<file path="src/rtl/ddr_ws_pkg.sv">
package ddr_ws_pkg;

  typedef enum logic [1:0] {
    REQ_WRITE     = 2'd0,
    REQ_READ      = 2'd1,
    REQ_PRECHARGE = 2'd2,
    REQ_RSVD      = 2'd3
  } req_kind_e;

  typedef enum logic [2:0] {
    BUS_NOP       = 3'd0,
    BUS_WRITE     = 3'd1,
    BUS_READ      = 3'd2,
    BUS_PRECHARGE = 3'd3
  } bus_cmd_e;

  function automatic bus_cmd_e to_bus(input req_kind_e k);
    case (k)
      REQ_WRITE:     return BUS_WRITE;
      REQ_READ:      return BUS_READ;
      REQ_PRECHARGE: return BUS_PRECHARGE;
      default:       return BUS_NOP;
    endcase
  endfunction

endpackage

</file>
<file path="src/rtl/ws_gap_counter.sv">
module ws_gap_counter #(
  parameter int CW = 4
) (
  input  logic          clk,
  input  logic          rst,
  input  logic          load,
  input  logic [CW-1:0] load_val,
  output logic          idle
);
  logic [CW-1:0] cnt_q;

  always_ff @(posedge clk) begin
    if (rst)
      cnt_q <= '0;
    else if (load)
      cnt_q <= load_val;
    else if (cnt_q != '0)
      cnt_q <= cnt_q - 1'b1;
  end

  assign idle = (cnt_q == '0);
endmodule

</file>
<file path="src/rtl/ws_bank_guard.sv">
module ws_bank_guard #(
  parameter int NBANK = 4,
  parameter int CW    = 4,
  parameter int TRP   = 3,
  localparam int BW   = $clog2(NBANK)
) (
  input  logic             clk,
  input  logic             rst,
  input  logic             pre_fire,
  input  logic [BW-1:0]    pre_bank,
  output logic [NBANK-1:0] bank_idle
);
  localparam logic [CW-1:0] RP_LOAD = CW'(TRP - 1);

  for (genvar gb = 0; gb < NBANK; gb++) begin : g_bank
    logic hit;
    assign hit = pre_fire && (pre_bank == BW'(gb));
    ws_gap_counter #(.CW(CW)) rp_cnt_i (
      .clk      (clk),
      .rst      (rst),
      .load     (hit),
      .load_val (RP_LOAD),
      .idle     (bank_idle[gb])
    );
  end
endmodule

</file>
<file path="src/rtl/ws_pair_tracker.sv">
module ws_pair_tracker #(
  parameter int NPAIR = 4,
  localparam int PW   = $clog2(NPAIR + 1),
  localparam int IW   = (NPAIR > 1) ? $clog2(NPAIR) : 1
) (
  input  logic          clk,
  input  logic          rst,
  input  logic          start,
  input  logic [PW-1:0] start_want,
  output logic          pair_act,
  output logic [IW-1:0] pair_idx,
  output logic          pair_mask
);
  localparam logic [IW-1:0] LAST_IDX = IW'(NPAIR - 1);

  logic          stg_v;
  logic [PW-1:0] stg_want;
  logic [PW-1:0] want_q;
  logic [PW-1:0] nxt_idx;

  assign nxt_idx = PW'(pair_idx) + 1'b1;

  always_ff @(posedge clk) begin
    if (rst) begin
      stg_v     <= 1'b0;
      stg_want  <= '0;
      want_q    <= '0;
      pair_act  <= 1'b0;
      pair_idx  <= '0;
      pair_mask <= 1'b0;
    end else begin
      stg_v    <= start;
      stg_want <= start_want;
      if (stg_v) begin
        pair_act  <= 1'b1;
        pair_idx  <= '0;
        want_q    <= stg_want;
        pair_mask <= 1'b0;
      end else if (pair_act && (pair_idx != LAST_IDX)) begin
        pair_idx  <= pair_idx + 1'b1;
        pair_mask <= (nxt_idx >= want_q);
      end else begin
        pair_act  <= 1'b0;
        pair_idx  <= '0;
        pair_mask <= 1'b0;
      end
    end
  end
endmodule

</file>
<file path="src/rtl/ddr_wr_sched.sv">
module ddr_wr_sched
  import ddr_ws_pkg::*;
#(
  parameter int BL    = 8,
  parameter int NBANK = 4,
  parameter int TWTR  = 2,
  parameter int TWR   = 3,
  parameter int TRP   = 3,
  localparam int NPAIR = BL / 2,
  localparam int PW    = $clog2(NPAIR + 1),
  localparam int IW    = (NPAIR > 1) ? $clog2(NPAIR) : 1,
  localparam int BW    = $clog2(NBANK)
) (
  input  logic          clk,
  input  logic          rst,
  input  logic          req_valid,
  output logic          req_ready,
  input  logic [1:0]    req_cmd,
  input  logic [BW-1:0] req_bank,
  input  logic [PW-1:0] req_pairs,
  output logic [2:0]    ddr_cmd,
  output logic [BW-1:0] ddr_bank,
  output logic          wr_pair_act,
  output logic [IW-1:0] wr_pair_idx,
  output logic          wr_dm
);
  localparam int TMAX  = (TWTR > TWR) ? TWTR : TWR;
  localparam int SPAN0 = NPAIR + TMAX;
  localparam int SPAN  = (TRP > SPAN0) ? TRP : SPAN0;
  localparam int CW    = $clog2(SPAN + 1);

  req_kind_e        kind;
  logic [PW-1:0]    want_eff;
  logic [CW-1:0]    want_w;
  logic             fire, fire_wr, fire_pre;
  logic             wtw_idle, wtr_idle, wr_idle;
  logic [NBANK-1:0] bank_idle;
  logic             type_ok;

  assign kind     = req_kind_e'(req_cmd);
  assign want_eff = ((req_pairs == '0) || (req_pairs > PW'(NPAIR))) ? PW'(NPAIR) : req_pairs;
  assign want_w   = CW'(want_eff);

  always_comb begin
    case (kind)
      REQ_WRITE:     type_ok = wtw_idle;
      REQ_READ:      type_ok = wtr_idle;
      REQ_PRECHARGE: type_ok = wr_idle;
      default:       type_ok = 1'b0;
    endcase
  end

  assign req_ready = !rst && type_ok && bank_idle[req_bank];
  assign fire      = req_valid && req_ready;
  assign fire_wr   = fire && (kind == REQ_WRITE);
  assign fire_pre  = fire && (kind == REQ_PRECHARGE);

  ws_gap_counter #(.CW(CW)) wtw_i (
    .clk (clk), .rst (rst), .load (fire_wr),
    .load_val (want_w - CW'(1)), .idle (wtw_idle)
  );
  ws_gap_counter #(.CW(CW)) wtr_i (
    .clk (clk), .rst (rst), .load (fire_wr),
    .load_val (want_w + CW'(TWTR) - CW'(1)), .idle (wtr_idle)
  );
  ws_gap_counter #(.CW(CW)) wr_i (
    .clk (clk), .rst (rst), .load (fire_wr),
    .load_val (want_w + CW'(TWR) - CW'(1)), .idle (wr_idle)
  );

  ws_bank_guard #(.NBANK(NBANK), .CW(CW), .TRP(TRP)) guard_i (
    .clk       (clk),
    .rst       (rst),
    .pre_fire  (fire_pre),
    .pre_bank  (req_bank),
    .bank_idle (bank_idle)
  );

  ws_pair_tracker #(.NPAIR(NPAIR)) pairs_i (
    .clk        (clk),
    .rst        (rst),
    .start      (fire_wr),
    .start_want (want_eff),
    .pair_act   (wr_pair_act),
    .pair_idx   (wr_pair_idx),
    .pair_mask  (wr_dm)
  );

  always_ff @(posedge clk) begin
    if (rst) begin
      ddr_cmd  <= BUS_NOP;
      ddr_bank <= '0;
    end else begin
      ddr_cmd  <= fire ? to_bus(kind) : BUS_NOP;
      ddr_bank <= fire ? req_bank : '0;
    end
  end
endmodule

</file>
<file path="config.mk">
export PLATFORM = sky130hd
export DESIGN_NAME = ddr_wr_sched
export DESIGN_NICKNAME = d
export VERILOG_FILES = /design/src/rtl/ddr_ws_pkg.sv /design/src/rtl/ws_gap_counter.sv /design/src/rtl/ws_bank_guard.sv /design/src/rtl/ws_pair_tracker.sv /design/src/rtl/ddr_wr_sched.sv
export SDC_FILE = /design/constraint.sdc
export NUM_CORES = 1
export LEC_CHECK = 0
export BUFFER_PORTS_ARGS = -buffer_cell sky130_fd_sc_hd__buf_4
export CORE_MARGIN = 2
export CORE_UTILIZATION = 45
export CTS_BUF_LIST = sky130_fd_sc_hd__clkbuf_4 sky130_fd_sc_hd__clkbuf_8 sky130_fd_sc_hd__clkbuf_16
export DETAILED_ROUTE_END_ITERATION = 12
export SYNTH_ARGS = -nofsm -noshare
export SYNTH_HDL_FRONTEND = slang
export SYNTH_SLANG_ARGS = --single-unit
</file>
<file path="constraint.sdc">
create_clock -name clk -period 4.7 [get_ports clk]
set_input_delay 0.235 -clock clk [delete_from_list [all_inputs] [get_ports clk]]
set_output_delay 0.235 -clock clk [all_outputs]
set_load 0.01 [all_outputs]
</file>
-- Word-level counts from Yosys, hierarchy flattened
Cells that the tools add are included.
- $add $sub $neg: 14
- reduce and logical (&&, ||, !) cells: 42
- mux-type cells: 21
- bitwise gates (word level): 2
- magnitude comparators: 3
- equal/unequal tests: 7
- operators with widths (operator ; number):
    3-bit by 1-bit subtractor with 3-bit output, second input constant ; 10
    3-bit logical NOT ; 8
    3-bit 2-to-1 mux ; 7
    3-bit nonzero test ; 7
    2-bit 2-to-1 mux ; 8
    2-bit nonzero test ; 7
    1-bit logical AND ; 10
    2-bit OR reduction ; 5
    3-bit by 2-bit adder with 3-bit output, second input constant ; 2
    2-bit == test, second input constant ; 3
    2-bit case mux with 3 select lines ; 1
    2-bit by 1-bit == test with 1-bit output, second input constant ; 2
    2-bit logical NOT ; 2
    2-bit by 1-bit adder with 3-bit output, second input constant ; 1
    3-bit >= comparator ; 1
    3-bit > comparator, second input constant ; 1
    2-bit by 3-bit less-than comparator with 1-bit output, second input constant ; 1
    1-bit 2-to-1 mux ; 3
    1-bit case mux with 3 select lines ; 1
    3-bit OR reduction ; 1
    2-bit by 1-bit adder with 2-bit output, second input constant ; 1
    1-bit binary-select mux with 2-bit select ; 1
    2-bit by 1-bit inequality test with 1-bit output, second input constant ; 1
    2-bit inequality test, second input constant ; 1
    3 further kinds ; 4
- input bits: 10
- output and inout bits: 10
- register bits after elaboration: 37
- word-level logic and storage cells: 108

-- Logic depth before layout (Yosys ltp)
- word-level depth: 8
- gate-level depth with buffers: 13
- mapped depth without buffers: 12

-- By module
A second synthesis with hierarchy kept.
- cell total of the unflattened synthesis: 240
- area, all modules: 2297.2 um^2
- modules (own cells, without submodules) (module ; cells an instance ; area an instance (um^2) ; instances ; sequential area each (um^2)):
    ws_gap_counter ; 22 ; 206.4 ; 7 ; 60.1
    ws_pair_tracker ; 39 ; 415.4 ; 1 ; 220.2
    ddr_wr_sched ; 41 ; 391.6 ; 1 ; 80.1
    ws_bank_guard ; 6 ; 45.0 ; 1 ; 0.0

-- Worst setup path before layout
OpenSTA, ideal clock, no wires.
- kind: register to register
- start: reg guard_i.g_bank[1].rp_cnt_i.cnt_q[0]
- end: reg wtw_i.cnt_q[2]
- setup time: 0.123 ns
- cell stages (with the launch flop): 12
- arrival time: 2.524 ns
- period minus slack after synthesis: 2.647 ns
- slack: 2.053 ns
- path buffers: 1
- required time: 4.577 ns
- cells stage by stage: dfxtp_1 -> or4_1 -> and3_1 -> or4_1 -> buf_6 -> clkinv_4 -> mux2i_1 -> ha_1 -> o21ai_0 -> mux2_2 -> nor2_1 -> mux2_1
- cells in the longest elaborated chain, start to end: 7
- elaborated cells on any way between the ends: 8
- classes of those cells: mux: 3; reduce/logical: 5
- RTL lines (what ; RTL line ; text):
    start: declaration ; ws_gap_counter.sv:10 ; logic [CW-1:0] cnt_q;
    start signal: assignment ; ws_gap_counter.sv:16 ; cnt_q <= load_val;
    start signal: assignment ; ws_gap_counter.sv:18 ; cnt_q <= cnt_q - 1'b1;
    3-bit logical NOT (*) ; ws_gap_counter.sv:21 ; assign idle = (cnt_q == '0);
    1-bit binary-select mux with 2-bit select (*) ; ddr_wr_sched.sv:53 ; assign req_ready = !rst && type_ok && bank_idle[req_bank];
    1-bit 2-to-1 mux (implied by the code) (*) ; ddr_wr_sched.sv:53 ;
    1-bit logical AND (*) ; ddr_wr_sched.sv:53 ;
    1-bit logical AND (*) ; ddr_wr_sched.sv:54 ; assign fire = req_valid && req_ready;
    1-bit logical AND (*) ; ddr_wr_sched.sv:55 ; assign fire_wr = fire && (kind == REQ_WRITE);
    3-bit 2-to-1 mux or 2-bit nonzero test (tied branches) ; n/a ;
    end signal: assignment ; ws_gap_counter.sv:16 ;
    end signal: assignment ; ws_gap_counter.sv:18 ;
    end: declaration ; ws_gap_counter.sv:10 ;
Every way passes the cells marked *; elsewhere a longest branch is shown, timed or not. The select of a mux whose other input is x is not followed.
A chain may end at the register's enable or synchronous reset.

-- Final worst setup path
- start: reg wr_i.cnt_q[0]
- end: reg wtw_i.cnt_q[2]
- cells in the longest elaborated chain, start to end: 7
- elaborated cells on any way between the ends: 8
- classes of those cells: mux: 2; reduce/logical: 6
- RTL lines (what ; RTL line ; text):
    start: declaration ; ws_gap_counter.sv:10 ;
    start signal: assignment ; ws_gap_counter.sv:16 ;
    start signal: assignment ; ws_gap_counter.sv:18 ;
    3-bit logical NOT (*) ; ws_gap_counter.sv:21 ;
    1-bit case mux with 3 select lines (*) ; ddr_wr_sched.sv:45 ; case (kind)
    1-bit logical AND (*) (2 in series) ; ddr_wr_sched.sv:53 ;
    1-bit logical AND (*) ; ddr_wr_sched.sv:54 ;
    1-bit logical AND (*) ; ddr_wr_sched.sv:55 ;
    3-bit 2-to-1 mux or 2-bit nonzero test (tied branches) ; n/a ;
Every way passes the cells marked *; elsewhere a longest branch is shown, timed or not.

==> flow_summary.json <==
{
  "fin_ws_ps": 1650,
  "crit_path_end_kind": "flop",
  "ys_types": 40,
  "irDropWorstVdd_uv": 267,
  "grt-ovfl-total": 0,
  "hold_buffers": 0,
  "worstSetupPathType": "reg -> reg",
  "grt_max_degree": 37,
  "status": "completed",
  "rrSetupSlack_ps": 1650,
  "ys_warn_count": 0,
  "gp_congestion": 0.738,
  "postCtsSetupBuffers": 0,
  "ant_nets": 0,
  "post_cts_resize_count": 0,
  "p_int_mw": 0.729,
  "hold_end": "guard_i.g_bank[1].rp_cnt_i.cnt_q[1]",
  "r2r_start": "wr_i.cnt_q[0]",
  "hold-path-cell-count": 2,
  "drive_above_1_share_pct": 16.6,
  "p_leak_nw": 0.898,
  "max_freq_ghz": 0.328,
  "die_h_um": 66.3,
  "cap_viol_max_count": 0,
  "clock_path_buffers": 2,
  "rows": 22,
  "synth-async-reset-ratio_pct": 0,
  "stdcell_area_sq_um": 2070,
  "coreArea_sq_um": 3690,
  "powerDensity_nw_per_um2": 472,
  "worst_hold_path_type": "in -> reg",
  "final_util_pct": 56.0,
  "synth_cells": 186,
  "vias_per_cell": 5.08,
  "synth_edf_count": 0,
  "vias": 1286,
  "worstSetupStartpointType": "flop",
  "place_area_sq_um": 1910,
  "hold_violations": 0,
  "start_util_pct": 47.4,
  "worstPathRequired_ps": 4930,
  "syn_nets": 211,
  "worst_path_most_repeated_cell": "ha_1",
  "skew_ps": 7.72,
  "post_drt_wl_per_cell_um": 11.9,
  "p_seq_share_pct": 37.0,
  "switching_share_pct": 25.3,
  "setup_viol": 0,
  "cts_sinks": 36,
  "cts_root_buffer": "clkbuf_8",
  "r2r_cells": 12,
  "worstHoldStart": "req_bank[1]",
  "fin_crit_sh_pct": 64.8,
  "maxSlewViolCount": 0,
  "n_antenna_cell": 0,
  "area_growth_pct": 18.1,
  "io-pin-count": 20,
  "h-tree-depth": 2,
  "antenna_found_initial": 0,
  "first_global_vias": 1289,
  "p_comb_share_pct": 24.5,
  "relSlewSlack_pct": 60.4,
  "wirelength_mm": 3.01,
  "crit_chain": "inv_1 > ha_1 > nor2b_1 > a222oi_1 > or4_1 > clkinv_4 > mux2i_1 > ha_1 > o21ai_0 > mux2_2 > nor2_1 > mux2_1",
  "drc_errors": 0,
  "critPathMaxFanout": 7,
  "grt_pass1_wl_mm": 5.35,
  "synth-seq-cells": 36,
  "pwr-share-clk_pct": 38.5,
  "slowest_stage": "or4_1",
  "pre_cts_slack_ps": 1670,
  "grt_usage_pct": 16.3,
  "die_width_um": 66.3,
  "max_stage_delay_ps": 750,
  "tightest_slew_ps": 586,
  "layout.nets": 229,
  "die_area_sq_um": 4400,
  "drtPass1Iterations": 4,
  "cp_top_family": "simple AND/OR/NAND/NOR gates",
  "syn-cell-area_sq_um": 1750,
  "crit_arrival_ps": 3280,
  "cts_tree": "yes",
  "drt-initial-drc-count": 51,
  "cp_num_buf_inv": 2,
  "clk_pin_slew_worst_paths_ps": 70,
  "p_sw_mw": 0.247,
  "r2r_end": "wtw_i.cnt_q[2]",
  "avgSynthCellArea_sq_um": 9.40,
  "port-buffer-count": 18,
  "rsz0062_at_grt": "no",
  "ys_seq_area_share_pct": 41.2,
  "post-route-min-period_ps": 3050,
  "numCtsBuffers": 5,
  "fin_setup_tns_ps": 0,
  "clock_latency_ps": 290,
  "synth_ff_type": "dfxtp_1",
  "dp_hpwl_mm": 2.28
}
-- worst max path at each step --
stage                                              startpoint             end  cells past startpoint
final                                           wr_i.cnt_q[0]  wtw_i.cnt_q[2]                     12
after global routing                           wtr_i.cnt_q[0]  wtw_i.cnt_q[2]                     12
after CTS                                       wr_i.cnt_q[0]  wtw_i.cnt_q[2]                     12
after detailed placement                        wr_i.cnt_q[0]  wtw_i.cnt_q[2]                     12
after global placement                         wtr_i.cnt_q[0]  wtw_i.cnt_q[2]                     12
after floorplan           guard_i.g_bank[1].rp_cnt_i.cnt_q[0]  wtw_i.cnt_q[2]                     11
-- power by group through the flow --
| stage | combinational [mW] | sequential [mW] | clock, mW |
|---|---|---|---|
| 6_report | 0.239 | 0.361 | 0.376 |
| 5_1_grt | 0.275 | 0.366 | 0.398 |
| 4_1_cts | 0.243 | 0.361 | 0.384 |
| 3_5_place_dp | 0.242 | 0.368 | 0 |
| 3_3_place_gp | 0.233 | 0.367 | 0 |
| 2_1_floorplan | 0.190 | 0.364 | 0 |
-- cell type report --
| type | instances | area [sq um] |
|---|---|---|
| clock inverters | 3 | 90.1 |
| well taps | 48 | 60.1 |
| flip-flops and latches | 36 | 721 |
| repair buffers | 18 | 135 |
| multi-input cells | 130 | 937 |
| clock buffers | 5 | 68.8 |
| fillers | 364 | 1620 |
| inverters | 13 | 53.8 |
-- through the flow --
stage	hold slack [ps]	cells	power, mW
2_1_floorplan	349	186	0.555
3_3_place_gp	442	245	0.599
3_5_place_dp	457	245	0.610
4_1_cts	190	253	0.988
5_1_grt	200	253	1.04
6_report	200	253	0.976
-- sequential cells by signal (all words and copies together), names as in the netlist --
signal and cells:
guard_i.g_bank.rp_cnt_i.cnt_q 12, pairs_i.stg_want 3, pairs_i.want_q 3, wr_i.cnt_q 3, wtr_i.cnt_q 3, wtw_i.cnt_q 3
ddr_bank 2, ddr_cmd 2, pairs_i.pair_idx 2, pairs_i.pair_act 1, pairs_i.pair_mask 1, pairs_i.stg_v 1
-- synthesized netlist by cell type, types with 3 or more instances --
cell | number | share of area, %
nor2b_1 | 8 | 2.9
nor2_1 | 26 | 5.6
nor3_1 | 7 | 2.0
and2_1 | 7 | 2.5
mux2_1 | 3 | 1.9
nand2_1 | 3 | 0.64
nor3b_1 | 4 | 1.7
mux2i_1 | 10 | 5.7
a21oi_1 | 7 | 2.0
dfxtp_1 | 36 | 41
xnor2_1 | 3 | 1.5
ha_1 | 15 | 11
clkbuf_1 | 4 | 0.86
inv_1 | 12 | 2.6
nand2b_1 | 4 | 1.4
o22ai_1 | 3 | 1.1
or3_1 | 4 | 1.4
or2_2 | 3 | 1.1
-- kinds of logic (layout without fill, tap and decap cells) --
group / after synthesis / after routing / share of synthesized area (%)
flops: 36 / 36 / 41.2
other cells: 1 / 1 / 0.214
buf+inv: 20 / 39 / 5.22
xor+xnor: 5 / 5 / 2.50
simple gates: 73 / 73 / 22.6
mux: 16 / 16 / 10.0
compound gates: 20 / 20 / 7.51
fa+ha+maj: 15 / 15 / 10.7
-- layout by cell type, fill, tap and decap left out, types with 2 or more instances in the layout --
cell / count
dfxtp_1: 36
nor2_1: 26
buf_4: 18
ha_1: 15
inv_1: 12
mux2i_1: 10
nor2b_1: 8
nor3_1: 7
and2_1: 7
a21oi_1: 7
clkbuf_8: 5
or3_1: 4
nand2b_1: 4
nor3b_1: 4
nand2_1: 3
or2_2: 3
o22ai_1: 3
mux2_1: 3
xnor2_1: 3
bufinv_16: 3
o21ai_0: 2
or4_1: 2
a21o_1: 2
xor2_1: 2
mux2_4: 2
-- per-layer routing --
layer	vias to the layer above	global-route usage (%)	routed length, um
met5	-	0	0
met4	0	6.12	49
met3	5	5.79	145
met2	30	27.4	1360
met1	591	18.8	1450
li1	660	-	-
(Power assumes the default switching activity.)
